===== src/rtl/qdac_pkg.sv =====
package qdac_pkg;
  localparam int NCH     = 4;
  localparam int ADDR_W  = 2;
  localparam int FRAME_W = 16;
  localparam int CTRL_W  = 4;
  localparam int CNT_W   = $clog2(FRAME_W + 1);

  typedef struct packed {
    logic gain;
    logic bufen;
  } chan_cfg_t;
endpackage


===== src/rtl/qdac_sync.sv =====
module qdac_sync #(
  parameter int          WIDTH   = 1,
  parameter logic [WIDTH-1:0] RST_VAL = '0
) (
  input  logic             clk,
  input  logic             rst,
  input  logic [WIDTH-1:0] d,
  output logic [WIDTH-1:0] q
);
  logic [WIDTH-1:0] meta;

  always_ff @(posedge clk) begin
    if (rst) begin
      meta <= RST_VAL;
      q    <= RST_VAL;
    end else begin
      meta <= d;
      q    <= meta;
    end
  end
endmodule


===== src/rtl/qdac_shifter.sv =====
module qdac_shifter
  import qdac_pkg::*;
#(
  parameter int RES = 10
) (
  input  logic                  clk,
  input  logic                  rst,
  input  logic                  frame_s,
  input  logic                  sclk_s,
  input  logic                  sdat_s,
  output logic                  wr_en,
  output logic [CTRL_W+RES-1:0] word,
  output logic [CNT_W-1:0]      bit_cnt
);
  logic [FRAME_W-1:0] shreg;
  logic               sclk_q;
  logic               done;
  logic               fall;

  assign fall = sclk_q & ~sclk_s;
  assign word = shreg[FRAME_W-1 -: CTRL_W+RES];

  always_ff @(posedge clk) begin
    if (rst) begin
      shreg   <= '0;
      sclk_q  <= 1'b1;
      done    <= 1'b0;
      wr_en   <= 1'b0;
      bit_cnt <= '0;
    end else begin
      sclk_q <= sclk_s;
      wr_en  <= 1'b0;
      if (frame_s) begin
        bit_cnt <= '0;
        done    <= 1'b0;
      end else if (fall && !done) begin
        shreg   <= {shreg[FRAME_W-2:0], sdat_s};
        bit_cnt <= bit_cnt + 1'b1;
        if (bit_cnt == CNT_W'(FRAME_W - 1)) begin
          done  <= 1'b1;
          wr_en <= 1'b1;
        end
      end
    end
  end
endmodule


===== src/rtl/qdac_regbank.sv =====
module qdac_regbank
  import qdac_pkg::*;
#(
  parameter int RES = 10
) (
  input  logic                  clk,
  input  logic                  rst,
  input  logic                  zero_n,
  input  logic                  wr_en,
  input  logic [CTRL_W+RES-1:0] word,
  input  logic                  load_go,
  output logic [NCH*RES-1:0]    dac_code,
  output logic [NCH-1:0]        gain_sel,
  output logic [NCH-1:0]        ref_buf
);
  localparam int TOP = CTRL_W + RES - 1;

  logic [ADDR_W-1:0] wr_addr;
  chan_cfg_t         wr_cfg;
  logic [RES-1:0]    wr_code;

  assign wr_addr = word[TOP -: ADDR_W];
  assign wr_cfg  = '{gain: word[RES+1], bufen: word[RES]};
  assign wr_code = word[RES-1:0];

  for (genvar c = 0; c < NCH; c++) begin : g_ch
    logic [RES-1:0] stage_code, out_code;
    chan_cfg_t      stage_cfg, out_cfg;

    always_ff @(posedge clk or negedge zero_n) begin
      if (!zero_n) begin
        stage_code <= '0;
        stage_cfg  <= '0;
        out_code   <= '0;
        out_cfg    <= '0;
      end else if (rst) begin
        stage_code <= '0;
        stage_cfg  <= '0;
        out_code   <= '0;
        out_cfg    <= '0;
      end else begin
        if (wr_en && wr_addr == ADDR_W'(c)) begin
          stage_code <= wr_code;
          stage_cfg  <= wr_cfg;
        end
        if (load_go) begin
          out_code <= stage_code;
          out_cfg  <= stage_cfg;
        end
      end
    end

    assign dac_code[c*RES +: RES] = out_code;
    assign gain_sel[c]            = out_cfg.gain;
    assign ref_buf[c]             = out_cfg.bufen;
  end
endmodule


===== src/rtl/qdac_serial_frontend.sv =====
module qdac_serial_frontend
  import qdac_pkg::*;
#(
  parameter int RES = 10
) (
  input  logic               clk,
  input  logic               rst,
  input  logic               frame_n,
  input  logic               ser_clk,
  input  logic               ser_data,
  input  logic               load_n,
  input  logic               zero_n,
  output logic [4*RES-1:0]   dac_code,
  output logic [3:0]         gain_sel,
  output logic [3:0]         ref_buf
);
  logic [3:0]            sync_q;
  logic                  frame_s, sclk_s, sdat_s, load_s;
  logic                  wr_en;
  logic [CTRL_W+RES-1:0] word;
  logic [CNT_W-1:0]      bit_cnt;

  qdac_sync #(.WIDTH(4), .RST_VAL(4'b1101)) u_sync (
    .clk (clk),
    .rst (rst),
    .d   ({frame_n, ser_clk, ser_data, load_n}),
    .q   (sync_q)
  );
  assign {frame_s, sclk_s, sdat_s, load_s} = sync_q;

  qdac_shifter #(.RES(RES)) u_shift (
    .clk     (clk),
    .rst     (rst),
    .frame_s (frame_s),
    .sclk_s  (sclk_s),
    .sdat_s  (sdat_s),
    .wr_en   (wr_en),
    .word    (word),
    .bit_cnt (bit_cnt)
  );

  qdac_regbank #(.RES(RES)) u_bank (
    .clk      (clk),
    .rst      (rst),
    .zero_n   (zero_n),
    .wr_en    (wr_en),
    .word     (word),
    .load_go  (~load_s),
    .dac_code (dac_code),
    .gain_sel (gain_sel),
    .ref_buf  (ref_buf)
  );
endmodule


===== config.mk =====
export PLATFORM = sky130hd
export DESIGN_NAME = qdac_serial_frontend
export DESIGN_NICKNAME = d
export VERILOG_FILES = /design/src/rtl/qdac_pkg.sv /design/src/rtl/qdac_sync.sv /design/src/rtl/qdac_shifter.sv /design/src/rtl/qdac_regbank.sv /design/src/rtl/qdac_serial_frontend.sv
export SDC_FILE = /design/constraint.sdc
export NUM_CORES = 1
export LEC_CHECK = 0
export ABC_AREA = 1
export BUFFER_PORTS_ARGS = -buffer_cell sky130_fd_sc_hd__buf_4
export CAP_MARGIN = 15
export CORE_MARGIN = 3
export CORE_UTILIZATION = 58
export DETAILED_ROUTE_END_ITERATION = 10
export HOLD_SLACK_MARGIN = 0.02
export PLACE_DENSITY_LB_ADDON = 0.12
export SLEW_MARGIN = 20
export SYNTH_ARGS = -nofsm -noshare
export SYNTH_HDL_FRONTEND = slang
export SYNTH_SLANG_ARGS = --single-unit

===== constraint.sdc =====
create_clock -name clk -period 1.5 [get_ports clk]
set_input_delay 0.3 -clock clk [delete_from_list [all_inputs] [get_ports clk]]
set_output_delay 0.3 -clock clk [all_outputs]
set_load 0.01 [all_outputs]

Word-level counts from Yosys, hierarchy flattened
Index checks and enable logic that the tools add are counted.
Word-level totals
  input port bits: 7
  output and inout bits: 48
  register bits: 128
Cells by class
  muxes and demuxes: 33
  bitwise gates (word level): 4
  equal/unequal tests: 5
  add/subtract/negate cells: 1
  reductions and logical operators: 15
Operator list (count)
  $mux 10: 16
  $mux 2: 16
  $reduce_bool 2->1: 4
  $add 5x1->5 const B: 1
  $eq 5x4->1 const B: 1
  $logic_and 1x1->1: 5
  $eq 2x2->1 const B: 2
  $reduce_and 2->1: 2
  $not 1->1: 3
  $reduce_or 3->1: 1
  $eq 2x1->1 const B: 1
  $logic_not 2->1: 1
  $ne 2x2->1 const B: 1
  $reduce_or 2->1: 1
  $and 1x1->1: 1
  $logic_not 1->1: 1
  $mux 1: 1

Logic depth before layout (Yosys ltp)
  word-level depth: 5
  mapped depth: 7
  depth with buffers taken out: 6

Modules after synthesis
A second synthesis with hierarchy kept.
Unflattened totals
  cells, all modules: 688
  area, all modules: 5564.1 um2
Modules (own cells, without submodules)
  qdac_regbank: cells an instance 501, times used 1, sequential area each 2402.3 um2, area each 4211.5 um2
  qdac_shifter: cells an instance 161, times used 1, sequential area each 480.5 um2, area each 1122.3 um2
  qdac_sync: cells an instance 25, times used 1, sequential area each 160.2 um2, area each 226.5 um2
  qdac_serial_frontend: cells an instance 1, times used 1, sequential area each 0.0 um2, area each 3.8 um2

Worst setup path after synthesis
No wires, ideal clock.
  path kind: reg-to-reg
  start point: register u_shift.bit_cnt[0]
  end point: register u_shift.bit_cnt[4]
  data required time: 1.375 ns
  clock period less this slack: 1.109 ns
  stages on the path, launching flop included: 5
  setup time: 0.125 ns
  data arrival time: 0.983 ns
  slack: 0.391 ns
  cells stage by stage: dfxtp_1 > ha_1 > and3_1 > ha_1 > a21oi_1
On the way
  word-level cells in the longest chain between the ends: 1
RTL lines
  start: declaration: line qdac_shifter.sv:13  | output logic [CNT_W-1:0] bit_cnt
  start signal: assignment: line qdac_shifter.sv:38  | bit_cnt <= bit_cnt + 1'b1;
  $add 5x1->5: line qdac_shifter.sv:38
No other way between the ends.
A chain may end at the register's enable or synchronous reset.

Final worst setup path
  start point: register u_bank.g_ch[0].out_code[8]
  end point: output port dac_code[8]
RTL lines
  start: declaration: line qdac_regbank.sv:27  | logic [RES-1:0] stage_code, out_code;
  start signal: assignment: line qdac_regbank.sv:47  | out_code <= stage_code;
  end: declaration: line qdac_serial_frontend.sv:13  | output logic [4*RES-1:0] dac_code,
No word-level cell between the ends.

==> out/qor.txt <==
WL final: 11.0 mm
Post-layout min period: 1.36 ns
Layout cells sized above 1: 26.0%
Core Rows: 34
CP Cell Sequence: buf_4
Seq/Total Area, Yosys: 57.1%
Crit path required time: 1.20 ns
# DRC: 0
HPWL Detailed: 7.18 mm
GPL Wtd Cong: 0.812
Root Driver: clkbuf_8
Io pins: 55
Post-synth top cells: dfrtp_1 (96), inv_1 (86), nand2_1 (82)
Async S/R FF share, synth: 75.0%
Max-cap violation count: 0
WP data arrival: 1.06 ns
Fin. max-slew vios: 0
Setup crit end kind: output pin
Yosys warns: 0
Skew final: 0.00959 ns
Largest net degree at the start of global routing: 37
Largest family of logic cells by synthesized area: compound AO/OA/AOI/OAI gates
Yosys top cell area share: 45.1%
Synth area leader: dfrtp_1
First-pass GRT wire length: 19.0 mm
CTS tree: done
N_diodes: 0
CP max-delay cell: dfrtp_1
Non-filler instance count after layout: 746
CP Buf/Inv Count: 1
Synth Area in Adders: 0.470%
Maximum clock path buffer count: 2
CP max stage delay: 0.40 ns
Vias in the first global route: 3906
Clock transition at the registers of the reported paths: 0.06 ns
Dominant synthesized flop cell: dfrtp_1
Synth Area in Compound Gates: 16.3%
Post-synth EDFFs: 0
Chip Width: 102 um
Max frequency: 733 MHz
Post-route ant nets: 0
Most frequent cell after synthesis: dfrtp_1
# fillers: 628
Total negative slack: 0 ns
Final worst-path cycle share: 90.9%
Wire per inst: 14.7 um
Top cell family by delay on the critical path: flip-flops
Hold WS: 0.203 ns
TritonCTS Sinks: 128
Simple logic cell fraction of the synthesized area: 15.5%
Die ar.: 10400 um2
Worst Setup Path Type: flip-flop to output pin
Via density per instance: 5.24
Resize count post-CTS: 0
Final Hold Fails: 0
Worst-Margin Slew: 0.479 ns
Synth Area per Inst: 9.53 um2
Post-CTS setup buffer count: 0
Hold Path Class: input pin to flip-flop
Final setup fails: 0
Synth Instances: 559
Vias: 3907
Synth-to-layout area growth: 22.7%
First-pass DRT Iterations: 4
Total placed cells including tap cells: 709
Syn_nets: 568
Clock buffer count from CTS: 17
Worst Path Max Fanout: 2
Status: completed
H-tree level count: 4
RSZ-0062 raised after global routing: false
Initial DRC Count: 269
Total gr overflow: 0
Die Y: 102 um
Clock Latency Late Sink: 0.52 ns
VDD IR max: 0.706 mV
Core area: 8810 um2
Distinct cell type count after synthesis: 26
Total power: 7.93 mW
Initial Utilization: 60.5%
Mux share of post-synthesis cell area: 0%
Lkg Pwr: 3.04 nW
#FFs+latches synth: 128
PortBufs: 54
Setup WS pre-CTS: 0.148 ns
Max-slew headroom: 68.0%
Final net count: 634
GRT Resource Usage Total: 23.7%
Leading post-synthesis cells by cell area: dfrtp_1 (45%), dfxtp_1 (12%), inv_1 (6.1%)
Worst setup SP type: flip-flop
Pwr dens: 1210 nW/um2
Synth Area in XOR/XNOR: 0%
Initial antenna violation count: 0
Synth Cell Area: 5330 um2
Worst Slack Setup Final: 0.136 ns
-- cell families after synthesis --
family / Yosys count
AO/OA/AOI/OAI: 114
adder cells (fa/ha/maj): 2
buffers and inverters: 125
flip-flops: 128
AND/OR/NAND/NOR: 190
-- state kept, by name (all words and copies together), names as in the netlist --
name,flops
u_bank.g_ch.out_code,40
u_bank.g_ch.stage_code,40
u_shift.shreg,16
u_bank.g_ch.stage_cfg,8
u_shift.bit_cnt,5
u_bank.gain_sel,4
u_bank.ref_buf,4
u_sync.meta,4
u_sync.q,4
u_shift.done,1
u_shift.sclk_q,1
u_shift.wr_en,1
-- cell usage in the layout, fill, tap and decap left out, drive strengths merged --
cell type / instances
bufinv: 3
inv: 91
nand2: 84
clkbuf: 19
dlygate4sd3: 5
ha: 2
or2: 6
dfrtp: 96
o21ai: 64
buf: 78
and3: 1
dfxtp: 32
clkinvlp: 2
nand3: 50
o31ai: 45
nor2: 49
clkinv: 6
a211oi: 3
a21oi: 2
-- power by group --
group / leakage (nW) / internal (mW) / switching (mW)
clock: 0.294 / 2.62 / 1.51
combinational: 1.14 / 0.0940 / 0.215
sequential: 1.60 / 3.47 / 0.0196
-- cell type report --
cell class / instances / area [um2] / share of cell area [%]
Sequential cell: 128 / 3050 / 46.6
Multi-Input combinational cell: 306 / 1710 / 26.2
Timing Repair Buffer: 83 / 698 / 10.7
Clock buffer: 19 / 442 / 6.76
Inverter: 89 / 337 / 5.15
Clock inverter: 13 / 160 / 2.45
Tap cell: 108 / 135 / 2.07
-- worst paths after layout --
path,from,to,slack (ns),cells past startpoint
hold / removal,rst,u_bank.g_ch[2].stage_code[0],0.20,4
min in group asynchronous,zero_n,u_bank.g_ch[2].out_code[5],0.22,2
max in group asynchronous,zero_n,u_bank.g_ch[0].out_code[3],0.74,3
hold reg to reg,u_sync.meta[3],u_sync.q[3],0.41,1
setup reg to reg,u_shift.done,u_shift.shreg[4],0.19,4
setup / recovery,u_bank.g_ch[0].out_code[8],dac_code[8],0.14,1
-- through the flow --
step | utilization, % | instance area [um2]
2_1_floorplan | - | 5330
4_1_cts | 74.2 | 6530
6_report | 74.2 | 6530
5_1_grt | 74.2 | 6530
3_5_place_dp | 66.8 | 5880
3_3_place_gp | 66.8 | 5880
-- metal layers --
| metal | up-vias | GRT usage [%] | wire length, um |
|---|---|---|---|
| li1 | 1927 | - | - |
| met3 | 19 | 5.53 | 431 |
| met4 | 0 | 8.07 | 181 |
| met5 | - | 0 | 0 |
| met2 | 86 | 38.0 | 5320 |
| met1 | 1875 | 32.2 | 5040 |
-- what timing repair did --
action	CTS	global route
setup endpoints to repair	0	0
hold buffers	5	0
hold endpoints to repair	83	0
Note: power is estimated with default switching activity, not from simulation.
